===== config.mk =====
export PLATFORM = sky130hd
export DESIGN_NAME = dma_chan_arbiter
export DESIGN_NICKNAME = d
export VERILOG_FILES = /design/src/rtl/dmarb_pkg.sv /design/src/rtl/dmarb_prio.sv /design/src/rtl/dmarb_grant.sv /design/src/rtl/dmarb_regs.sv /design/src/rtl/dma_chan_arbiter.sv
export SDC_FILE = /design/constraint.sdc
export NUM_CORES = 1
export LEC_CHECK = 0
export BUFFER_PORTS_ARGS = -buffer_cell sky130_fd_sc_hd__buf_2
export CORE_UTILIZATION = 46
export DETAILED_ROUTE_END_ITERATION = 12
export HOLD_SLACK_MARGIN = 0.1
export PLACE_DENSITY = 0.74
export SLEW_MARGIN = 15
export SYNTH_ARGS = -nofsm -noshare
export SYNTH_HDL_FRONTEND = slang
export SYNTH_HIERARCHICAL = 1
export SYNTH_SLANG_ARGS = --single-unit
export TNS_END_PERCENT = 5

===== constraint.sdc =====
create_clock -name clk -period 1.1 [get_ports clk]
set_input_delay 0.11 -clock clk [delete_from_list [all_inputs] [get_ports clk]]
set_output_delay 0.11 -clock clk [all_outputs]
set_load 0.02 [all_outputs]

===== src/rtl/dmarb_pkg.sv =====
package dmarb_pkg;
  // register selects below address bit 3
  localparam logic [2:0] SEL_CTRL_STAT = 3'b000;
  localparam logic [2:0] SEL_SWREQ     = 3'b001;
  localparam logic [2:0] SEL_MASK      = 3'b010;
  localparam logic [2:0] SEL_CTRL_RB   = 3'b011;

  // control register bit positions
  localparam int CTRL_DIS_BIT = 2;
  localparam int CTRL_ROT_BIT = 4;

  typedef struct packed {
    logic rot;
    logic dis;
  } ctrl_t;
endpackage


===== src/rtl/dmarb_prio.sv =====
module dmarb_prio #(
  parameter int N_CH = 4,
  localparam int CH_W = $clog2(N_CH)
) (
  input  logic [N_CH-1:0] req,
  input  logic [CH_W-1:0] base,
  output logic            found,
  output logic [CH_W-1:0] pick
);
  // scan from the highest offset down so the lowest offset from base wins
  always_comb begin
    logic [CH_W-1:0] idx;
    found = 1'b0;
    pick  = '0;
    for (int i = N_CH - 1; i >= 0; i--) begin
      idx = base + CH_W'(i);
      if (req[idx]) begin
        found = 1'b1;
        pick  = idx;
      end
    end
  end
endmodule


===== src/rtl/dmarb_grant.sv =====
module dmarb_grant #(
  parameter int N_CH = 4,
  localparam int CH_W = $clog2(N_CH)
) (
  input  logic            clk,
  input  logic            rst_n,
  input  logic            found,
  input  logic [CH_W-1:0] pick,
  input  logic            svc_done,
  input  logic            svc_tc,
  output logic            gv_q,
  output logic [CH_W-1:0] ch_q,
  output logic [CH_W-1:0] base_q,
  output logic [N_CH-1:0] tc_hit
);
  logic            gv_d;
  logic [CH_W-1:0] ch_d;
  logic [CH_W-1:0] base_d;
  logic            upd_en;
  logic            finish;

  assign finish = gv_q & svc_done;
  assign upd_en = finish | (~gv_q & found);

  always_comb begin
    gv_d   = gv_q;
    ch_d   = ch_q;
    base_d = base_q;
    if (gv_q) begin
      if (svc_done) begin
        gv_d   = 1'b0;
        base_d = ch_q + CH_W'(1);
      end
    end else if (found) begin
      gv_d = 1'b1;
      ch_d = pick;
    end
  end

  generate
    for (genvar g = 0; g < N_CH; g++) begin : g_tc
      assign tc_hit[g] = finish & svc_tc & (ch_q == CH_W'(g));
    end
  endgenerate

  always_ff @(posedge clk or negedge rst_n) begin
    if (!rst_n) begin
      gv_q   <= 1'b0;
      ch_q   <= '0;
      base_q <= '0;
    end else if (upd_en) begin
      gv_q   <= gv_d;
      ch_q   <= ch_d;
      base_q <= base_d;
    end
  end
endmodule


===== src/rtl/dmarb_regs.sv =====
module dmarb_regs
  import dmarb_pkg::*;
#(
  parameter int N_CH   = 4,
  parameter int DATA_W = 8
) (
  input  logic              clk,
  input  logic              rst_n,
  input  logic              cs_n,
  input  logic              rd_n,
  input  logic              wr_n,
  input  logic [3:0]        addr,
  input  logic [DATA_W-1:0] wdata,
  input  logic [N_CH-1:0]   hw_req,
  input  logic [N_CH-1:0]   tc_hit,
  output logic [DATA_W-1:0] rdata,
  output logic [N_CH-1:0]   mask_q,
  output logic [N_CH-1:0]   swreq_q,
  output ctrl_t             ctrl_q
);
  logic              own_sel;
  logic              wr_en;
  logic              rd_en;
  logic              stat_rd;
  logic              stat_rd_q;
  logic              stat_clr;
  logic [N_CH-1:0]   live_req;
  logic [N_CH-1:0]   tc_q;
  logic [N_CH-1:0]   tc_d;
  logic [N_CH-1:0]   mask_d;
  logic [N_CH-1:0]   swreq_d;
  ctrl_t             ctrl_d;

  assign own_sel  = ~cs_n & addr[3];
  assign wr_en    = own_sel & ~wr_n;
  assign rd_en    = own_sel & ~rd_n;
  assign stat_rd  = rd_en & (addr[2:0] == SEL_CTRL_STAT);
  assign stat_clr = stat_rd & ~stat_rd_q;
  assign live_req = hw_req | swreq_q;

  always_comb begin
    ctrl_d  = ctrl_q;
    mask_d  = mask_q;
    swreq_d = swreq_q & ~tc_hit;
    if (wr_en) begin
      case (addr[2:0])
        SEL_CTRL_STAT: begin
          ctrl_d.dis = wdata[CTRL_DIS_BIT];
          ctrl_d.rot = wdata[CTRL_ROT_BIT];
        end
        SEL_SWREQ: swreq_d = wdata[N_CH-1:0];
        SEL_MASK:  mask_d  = wdata[N_CH-1:0];
        default: ;
      endcase
    end
  end

  // sticky terminal-count bits: a new hit wins over a clearing read
  generate
    for (genvar g = 0; g < N_CH; g++) begin : g_tcbit
      assign tc_d[g] = tc_hit[g] | (tc_q[g] & ~stat_clr);
    end
  endgenerate

  always_comb begin
    rdata = '0;
    if (rd_en) begin
      case (addr[2:0])
        SEL_CTRL_STAT: begin
          rdata[N_CH-1:0]    = tc_q;
          rdata[N_CH+:N_CH]  = live_req;
        end
        SEL_SWREQ: rdata[N_CH-1:0] = swreq_q;
        SEL_MASK:  rdata[N_CH-1:0] = mask_q;
        SEL_CTRL_RB: begin
          rdata[CTRL_DIS_BIT] = ctrl_q.dis;
          rdata[CTRL_ROT_BIT] = ctrl_q.rot;
        end
        default: ;
      endcase
    end
  end

  always_ff @(posedge clk or negedge rst_n) begin
    if (!rst_n) begin
      ctrl_q    <= '0;
      mask_q    <= '1;
      swreq_q   <= '0;
      tc_q      <= '0;
      stat_rd_q <= 1'b0;
    end else begin
      if (wr_en) begin
        ctrl_q <= ctrl_d;
        mask_q <= mask_d;
      end
      swreq_q   <= swreq_d;
      tc_q      <= tc_d;
      stat_rd_q <= stat_rd;
    end
  end
endmodule


===== src/rtl/dma_chan_arbiter.sv =====
module dma_chan_arbiter
  import dmarb_pkg::*;
#(
  parameter int N_CH   = 4,
  parameter int DATA_W = 8,
  localparam int CH_W  = $clog2(N_CH)
) (
  input  logic              clk,
  input  logic              rst_n,
  input  logic [N_CH-1:0]   hw_req_i,
  input  logic              reg_cs_n,
  input  logic              reg_rd_n,
  input  logic              reg_wr_n,
  input  logic [3:0]        reg_addr,
  input  logic [DATA_W-1:0] reg_wdata,
  output logic [DATA_W-1:0] reg_rdata,
  input  logic              svc_done_i,
  input  logic              svc_tc_i,
  output logic              grant_valid_o,
  output logic [CH_W-1:0]   grant_ch_o
);
  logic            rst_s1;
  logic            rst_sync_n;
  logic [N_CH-1:0] mask_q;
  logic [N_CH-1:0] swreq_q;
  ctrl_t           ctrl_q;
  logic            ctrl_dis;
  logic            ctrl_rot;
  logic [N_CH-1:0] eff_req;
  logic [N_CH-1:0] tc_hit;
  logic [CH_W-1:0] base_q;
  logic [CH_W-1:0] prio_base;
  logic            found;
  logic [CH_W-1:0] pick;

  // reset asserts at once, releases on the clock
  always_ff @(posedge clk or negedge rst_n) begin
    if (!rst_n) begin
      rst_s1     <= 1'b0;
      rst_sync_n <= 1'b0;
    end else begin
      rst_s1     <= 1'b1;
      rst_sync_n <= rst_s1;
    end
  end

  dmarb_regs #(.N_CH(N_CH), .DATA_W(DATA_W)) u_regs (
    .clk     (clk),
    .rst_n   (rst_sync_n),
    .cs_n    (reg_cs_n),
    .rd_n    (reg_rd_n),
    .wr_n    (reg_wr_n),
    .addr    (reg_addr),
    .wdata   (reg_wdata),
    .hw_req  (hw_req_i),
    .tc_hit  (tc_hit),
    .rdata   (reg_rdata),
    .mask_q  (mask_q),
    .swreq_q (swreq_q),
    .ctrl_q  (ctrl_q)
  );

  assign ctrl_dis  = ctrl_q.dis;
  assign ctrl_rot  = ctrl_q.rot;
  assign eff_req   = ctrl_dis ? '0 : ((hw_req_i | swreq_q) & ~mask_q);
  assign prio_base = ctrl_rot ? base_q : '0;

  dmarb_prio #(.N_CH(N_CH)) u_prio (
    .req   (eff_req),
    .base  (prio_base),
    .found (found),
    .pick  (pick)
  );

  dmarb_grant #(.N_CH(N_CH)) u_grant (
    .clk      (clk),
    .rst_n    (rst_sync_n),
    .found    (found),
    .pick     (pick),
    .svc_done (svc_done_i),
    .svc_tc   (svc_tc_i),
    .gv_q     (grant_valid_o),
    .ch_q     (grant_ch_o),
    .base_q   (base_q),
    .tc_hit   (tc_hit)
  );
endmodule


# Yosys cells after proc, flatten, opt, wreduce, memory -nomap -nowiden
# Index checks and enable logic that the tools add are counted.
# totals
reg_bits,22
input_bits,23
wordCells,92
# op_classes
add_sub_neg,4
order_cmp,4
eq_ne,6
mux,29
n_bitwise,32
n_reduce_logical,6
# op_table
op,count
$and A1 B1 Y1,16
$lt A2 B3 Y1 const B,4
$mux W4,3
$mux W1,11
$mux W2,5
$and A4 B4 Y4,2
$bmux W1 S2,4
$mux W8,1
$not A4 Y4,2
$eq A3 B2 Y1 const B,2
$not A1 Y1,6
$pmux W2 S3,1
$reduce_and A3 Y1,2
$or A1 B1 Y1,5
$add A2 B1 Y2 const B,2
$add A2 B2 Y2 const B,2
$eq A2 B2 Y1 const B,2
$or A4 B4 Y4,1
$pmux W1 S4,1
$reduce_and A2 Y1,2
$eq A3 B1 Y1 const B,1
$logic_not A3 Y1,1
$mux W3,1
$pmux W1 S3,1
other kinds (3),3

# Depth between registers and ports, before layout
# Gate-level depths: netlist of the first run.
# depth
depth_word,12
mapped_depth,6

# Cells and area by module
# Netlist of the first run, hierarchy kept.
# modules_own_cells
mod,instances,cells_per_inst,area_each_um2,seq_area_each_um2
dmarb_regs,1,70,807.0,380.4
dmarb_grant,1,24,287.8,125.1
dma_chan_arbiter,1,13,101.3,50.0
dmarb_prio,1,13,77.6,0.0

# Worst setup path after synthesis of the first run
# No wires, ideal clock.
# synth_timing
kind,register -> register
start,register u_regs/ctrl_q[0] (netlist name)
end,register u_grant.ch_q[0]
setup_ns,0.128
t_arrival_ns,1.327
t_required_ns,0.972
setup_slack_ns,-0.354
path_stages_with_launch,6
n_path_buf,0
period_less_slack_ns,1.454
cell_sequence,dfrtp_1 -> nor3_1 -> nor2_1 -> nand2_1 -> nor2b_2 -> mux2_1
# synth_between
elab_chain_len,10
word_cells_on_any_way,20
cone_classes,mux: 17; bitwise: 2; reduce/logical: 1
# synth_lines
element,line_no,rtl
$mux W4 (*),dma_chan_arbiter.sv:65,assign eff_req = ctrl_dis ? '0 : ((hw_req_i | swreq_q) & ~mask_q);
via eff_req[3],dma_chan_arbiter.sv:29,logic [N_CH-1:0] eff_req;
$bmux W1 S2,dmarb_prio.sv:17,if (req[idx]) begin
$mux W1 (not written as such),dmarb_prio.sv:17,
$mux W1 (3 in a row),dmarb_prio.sv:17,
$mux W1 (*),dmarb_prio.sv:17,
via found,dma_chan_arbiter.sv:33,logic found;
$and A1 B1 Y1,dmarb_grant.sv:23,assign upd_en = finish | (~gv_q & found);
$or A1 B1 Y1,dmarb_grant.sv:23,
$reduce_and A3 Y1 (no line) (*),--,
end signal: assignment,dmarb_grant.sv:53,ch_q <= ch_d;
end: declaration,dmarb_grant.sv:12,"output logic [CH_W-1:0] ch_q,"
# The timed path passes the listed nets; every way through them passes the cells marked *. The select of a mux whose other input is x is not followed.
# A chain may end at the register's enable or synchronous reset.

# Final worst setup path of the first run
# layout_timing
start,register u_regs/ctrl_q[0] (netlist name)
end,output port reg_rdata[2]
# layout_between
elab_chain_len,2
# layout_lines
element,line_no,rtl
$pmux W1 S4,dmarb_regs.sv:68,case (addr[2:0])
$mux W8,dmarb_regs.sv:67,if (rd_en) begin
end: declaration,dma_chan_arbiter.sv:16,"output logic [DATA_W-1:0] reg_rdata,"
# Every way passes these cells.

==> impl_metrics.tcl, run 1 <==
set metrics [dict create \
    grt-ovfl-total 0 \
    yosysMostFrequentCell "dfrtp_1" \
    fin_crit_ns 1.64 \
    syn_inst 120 \
    setup_viol 18 \
    dp_hpwl_um 2420 \
    yosysSeqAreaShare_pct 43.6 \
    clock_path_buffers 2 \
    synth_area_leader_cell "dfrtp_1" \
    ys_top_cells_by_count "18 x dfrtp_1, 16 x nor2_1, 8 x nand2_1" \
    reg2reg_slack_ns -0.49 \
    arrival_ns 1.53 \
    use_met1_pct 26.7 \
    cap_violations 0 \
    cts.htree.levels 1 \
    r2r_end "u_grant/ch_q[1]$_DFFE_PN0P_" \
    hp-class "in2reg" \
    p_leak_nw 0.932 \
    viasPerCell 5.15 \
    die_w_um 54.6 \
    dr.pass1.iters 4 \
    hold-worst-slack_ns 0.162 \
    fillers 185 \
    area_delta_synth_final_pct 48.7 \
    status "finished with violations" \
    crit_start "u_regs/ctrl_q[0]$_DFFE_PN0P_" \
    cts_root_buf "clkbuf_4" \
    dp_cells 200 \
    num_rows 18 \
    grt_max_degree 21 \
    drive_above_1_share_pct 57.8 \
    grt_pass1_vias 1144 \
    violations "negative setup slack" \
    port_buffers 30 \
    place.gp.congestion 0.795 \
    ys_async_sr_fraction_pct 100 \
    fmax_ghz 0.610 \
    reg2reg_depth 6 \
    grtUsageMet2_pct 45.6 \
    hold_viol 0 \
    synth_edf_count 0 \
    final_max_slew_viol_count 0 \
    grt_pass1_wl_um 4950 \
    wl_per_cell_um 14.9 \
    critical_path.max_stage_delay_ns 0.48 \
    wl_um 3200 \
    synth_area_per_cell_sq_um 10.6 \
    cp-start-kind "register" \
    setup_slack_ns -0.539 \
    synth_top_area_share_pct 35.4 \
    hold-path-cell-count 3 \
    antenna_left 0 \
    hp-start "svc_done_i" \
    cts_buffers 3 \
    cts_tree "built" \
    grtUsageTotal_pct 24.2 \
    holdPathEnd "u_grant/base_q[0]$_DFFE_PN0P_" \
    critPathKind "reg2out" \
    placed_area_sq_um 1650 \
    core_area_sq_um 2540 \
    synth_ff_type "dfrtp_1" \
    worst_ir_drop_vdd_mv 1.74 \
    ys_ff_latch 22 \
    crit_required_ns 0.99 \
    num_vias 1107 \
    syn_area_sq_um 1270 \
    insertion_delay_ns 0.31 \
    clk_pin_slew_ns 0.12 \
    io_pins 34 \
    diodes 0 \
    clock_skew_ns 0.00731 \
    period_share_pct 149 \
    final_cell_area_sq_um 1890 \
    synth_area_leaders "dfrtp_1 35%, dfstp_2 8.3%, mux2_2 5.3%" \
    crit_chain "mux4_2 -> and3_4 -> buf_6" \
    met3_usage_pct 1.94 \
    fp.dieH_um 54.6 \
    start_util_pct 50.0 \
    post-route-drc-count 0 \
    crit_path_top_delay_cell "mux4_2" \
    fin_nets 213 \
    critical_path.max_fanout 4 \
    reg2reg_from "u_regs/ctrl_q[0]$_DFFE_PN0P_" \
    syn_nets 147 \
    cts.sinks 22 \
    endpoint_kind "output pin" \
    powerDensity_nw_per_um2 1770 \
    rsz0062_at_grt "true" \
    antenna_found_initial 0 \
    grt-busiest-layer "met2" \
    drt_iter0_markers 26 \
    fin_cells 215 \
    ys.warnings.count 6 \
    synth_cell_types 34 \
    die-area_sq_um 2980 \
]
==> per-stage QoR <==
stage                     util (%)  TNS [ns]  power, mW  worst slack (ns)
after floorplan                  -     -2.21       2.12            -0.273
after global placement        64.7     -2.93       2.60            -0.319
after detailed placement      64.7     -3.81       2.66            -0.424
after CTS                     73.3     -4.18       3.33            -0.522
after global routing          74.4     -5.20       3.57            -0.571
final                         74.4     -4.07       3.36            -0.539
==> metal layers <==
metal	vias to the layer above	wire length, um	part of all wire [%]
li1	536	-	-
met1	525	1340	42
met2	40	1670	52
met3	6	110	3.4
met4	0	67	2.1
met5	-	0	0
==> critical path: cells and delay by family (launching register included) <==
family,cells,cell delay (ns)
buffers and inverters,1,0.12
flip-flops,1,0.45
multiplexers,1,0.48
AND/OR/NAND/NOR,1,0.17
==> cells in the final DEF, fill, tap and decap left out, drive strengths merged, types with 2 or more instances in the layout <==
cell type,n
buf,55
clkbuf,4
and3,3
ha,4
dfrtp,18
nor3,4
and2,6
or2,3
dfstp,4
mux2i,4
nand2b,2
inv,4
a211oi,2
a21o,5
mux2,14
dlygate4sd3,8
a21oi,4
nand2,9
nor2b,8
nor2,16
==> power by group <==
| group | switching, mW | total (mW) | internal (mW) |
|---|---|---|---|
| combinational | 0.664 | 1.62 | 0.953 |
| sequential | 0.208 | 1.30 | 1.09 |
| clock | 0.237 | 0.439 | 0.202 |
| total | 1.11 | 3.36 | 2.25 |
==> cell type report <==
| class | count | area, sq um | share of cell area [%] |
|---|---|---|---|
| Clock buffer | 4 | 36.3 | 1.92 |
| Inverter | 4 | 15.0 | 0.793 |
| Multi-Input combinational cell | 92 | 776 | 41.0 |
| Sequential cell | 22 | 559 | 29.5 |
| Tap cell | 30 | 37.5 | 1.98 |
| Timing Repair Buffer | 63 | 470 | 24.8 |
==> sequential cells by signal (all words and copies together), names as in the netlist, 2 cells and up <==
name	flops
u_regs/swreq_q	4
u_grant/ch_q	2
u_regs/tc_q	4
u_regs/mask_q	4
u_regs/ctrl_q	2
u_grant/base_q	2
==> cells by family (layout without fill, tap and decap cells) <==
group / Yosys count / in the layout / synth area share (%)
AND/OR/NAND/NOR: 56 / 56 / 24.1
buffers and inverters: 6 / 71 / 2.95
other: 1 / 1 / 0.294
multiplexers: 19 / 19 / 18.5
flip-flops: 22 / 22 / 43.6
adder cells (fa/ha/maj): 4 / 4 / 3.93
AO/OA/AOI/OAI: 12 / 12 / 6.68
==> worst max-delay path by stage <==
stage                                  end  slack, ns  cells past startpoint
2_1_floorplan  u_grant/ch_q[0]$_DFFE_PN0P_      -0.27                      5
3_3_place_gp   u_grant/ch_q[0]$_DFFE_PN0P_      -0.32                      5
3_5_place_dp   u_grant/ch_q[1]$_DFFE_PN0P_      -0.42                      5
4_1_cts                       reg_rdata[2]      -0.52                      3
5_1_grt        u_grant/ch_q[1]$_DFFE_PN0P_      -0.57                      6
6_report                      reg_rdata[2]      -0.54                      3
==> repair_timing <==
item                       in CTS  in global routing
cloned                          0                  0
setup buffers                   3                  0
pin swaps                       7                  1
hold buffers                    8                  0
setup endpoints to repair      21                 23
hold endpoints to repair       13                  0
resized for setup              25                 10
Note: power is estimated with default switching activity, not from simulation.
==> run 2, diff against run 1 <==
CTS_BUF_LIST = sky130_fd_sc_hd__clkbuf_8 sky130_fd_sc_hd__clkbuf_16   (was unset)
SKIP_LAST_GASP = 1   (was unset)
==> run 2 against run 1 <==
Net effect:
- the run still ends with negative setup slack left
- via count down 2.7%
- hold slack worse by 0.044 ns
- clock power rose by 30%
- non-clock buffer count is 3 lower
- design area down 5.4%
- cell count shrank 1.4%
- clock skew is 0.0036 ns lower
- critical path type unchanged
==> impl_metrics.tcl, run 2 (synthesis results as in run 1) <==
set metrics [dict create \
    status "finished with violations" \
    violations "negative setup slack" \
    die-area_sq_um 2980 \
    cts_root_buf "clkbuf_8" \
    fp.dieH_um 54.6 \
    critPathKind "reg2out" \
    crit_start "u_regs/ctrl_q[0]$_DFFE_PN0P_" \
    cap_violations 0 \
    powerDensity_nw_per_um2 1850 \
    insertion_delay_ns 0.26 \
    setup_slack_ns -0.486 \
    wl_um 3090 \
    dp_hpwl_um 2420 \
    hold_viol 0 \
    viasPerCell 5.08 \
    period_share_pct 144 \
    reg2reg_from "u_regs/ctrl_q[0]$_DFFE_PN0P_" \
    cp-start-kind "register" \
    endpoint_kind "output pin" \
    setup_viol 19 \
    place.gp.congestion 0.795 \
    dr.pass1.iters 4 \
    critical_path.max_fanout 5 \
    clock_path_buffers 2 \
    grtUsageTotal_pct 23.9 \
    io_pins 34 \
    drive_above_1_share_pct 52.2 \
    die_w_um 54.6 \
    grt-ovfl-total 0 \
    hold-worst-slack_ns 0.118 \
    cts_buffers 3 \
    area_delta_synth_final_pct 40.7 \
    worst_ir_drop_vdd_mv 1.50 \
    clk_pin_slew_ns 0.08 \
    setup_tns_ns -4.03 \
    num_rows 18 \
    cts.htree.levels 1 \
    register_area_sq_um 557 \
    post-route-drc-count 0 \
    final_max_slew_viol_count 0 \
    final_core_util_pct 70.4 \
    core_area_sq_um 2540 \
    antenna_left 0 \
    diodes 0 \
    grt_pass1_wl_um 4770 \
    layout_commonest_cell "buf_2" \
    finalPower_mw 3.32 \
    hp-class "in2reg" \
    dp_cells 200 \
    fin_cells 212 \
    final_cell_mix "29 x buf_2, 26 x buf_4, 17 x dfrtp_1" \
    fin_nets 210 \
    wl_per_cell_um 14.6 \
    multi_input_area_sq_um 736 \
    cts.sinks 22 \
    grt_pass1_vias 1077 \
    clock_skew_ns 0.00370 \
    fillers 206 \
    grt_max_degree 21 \
    fmax_ghz 0.630 \
    drt_iter0_markers 15 \
    start_util_pct 50.0 \
    rsz0062_at_grt "true" \
    arrival_ns 1.48 \
    fin_crit_ns 1.59 \
    p_leak_nw 0.914 \
    cts_tree "built" \
    largestRegisters "u_regs/mask_q x4, u_regs/swreq_q x4, u_regs/tc_q x4" \
    antenna_found_initial 0 \
    crit_required_ns 0.99 \
    num_vias 1077 \
    hp-start "reg_wdata[0]" \
    port_buffers 30 \
]
==> run 2: cell types whose count changed in the layout (fill, tap and decap cells not counted), moves of 3 or more <==
cell           before  now
and2_1              2    6
clkbuf_4            3    0
buf_2              21   29
a21oi_2             3    0
a21oi_1             1    4
dlygate4sd3_1       8    4
buf_6               8    1
and2_4              4    0
clkbuf_8            1    4
==> run 2: layout make-up <==
type	count	area share, %
multi-input cells	92	41.1
flip-flops and latches	22	31.1
repair buffers	60	21.9
clock buffers	4	3.07
well taps	30	2.09
inverters	4	0.838
==> run 2: routing by layer <==
layer	wire length, um	part of all wire (%)	vias to the layer above	global-route usage [%]
met3	98	3.2	4	3.33
met4	33	1.1	0	10.3
li1	-	-	526	-
met5	0	0	-	0
met1	1350	44	516	26.0
met2	1610	52	31	45.2
==> run 2: final timing paths <==
| path | endpoint | depth (start not counted) | slack (ns) |
|---|---|---|---|
| min in group asynchronous | rst_s1$_DFF_PN0_ | 2 | 0.15 |
| max in group asynchronous | u_regs/mask_q[2]$_DFFE_PN1P_ | 1 | 0.64 |
| worst min register to register | u_grant/gv_q$_DFFE_PN0P_ | 1 | 0.20 |
| worst min-delay path | u_regs/mask_q[0]$_DFFE_PN1P_ | 2 | 0.12 |
| worst max-delay path | reg_rdata[2] | 3 | -0.49 |
| worst max register to register | u_grant/ch_q[1]$_DFFE_PN0P_ | 6 | -0.44 |
==> run 2: report_power, final <==
part	leakage (nW)	switching [mW]	internal (mW)	total, mW
Combinational	0.624	0.630	0.835	1.46
Clock	0.0288	0.251	0.319	0.570
Sequential	0.261	0.193	1.09	1.28
==> run 2: metrics by stage <==
step	cell area (sq um)	setup slack, ns
after detailed placement	1650	-0.424
after global placement	1650	-0.319
final	1790	-0.486
after floorplan	1320	-0.273
after global routing	1790	-0.521
after CTS	1770	-0.479
==> run 2: repair_timing <==
action | CTS | global route
pin swaps | 1 | 2
resized for setup | 3 | 2
buffers inserted | 3 | 1
setup endpoints to repair | 20 | 22
hold buffers | 3 | 1
hold endpoints to repair | 4 | 1
==> run 2: critical path, stage by stage (launching register included) <==
cell and delay (ns):
dfrtp_2 0.44, mux4_2 0.48, and3_4 0.16, buf_6 0.12
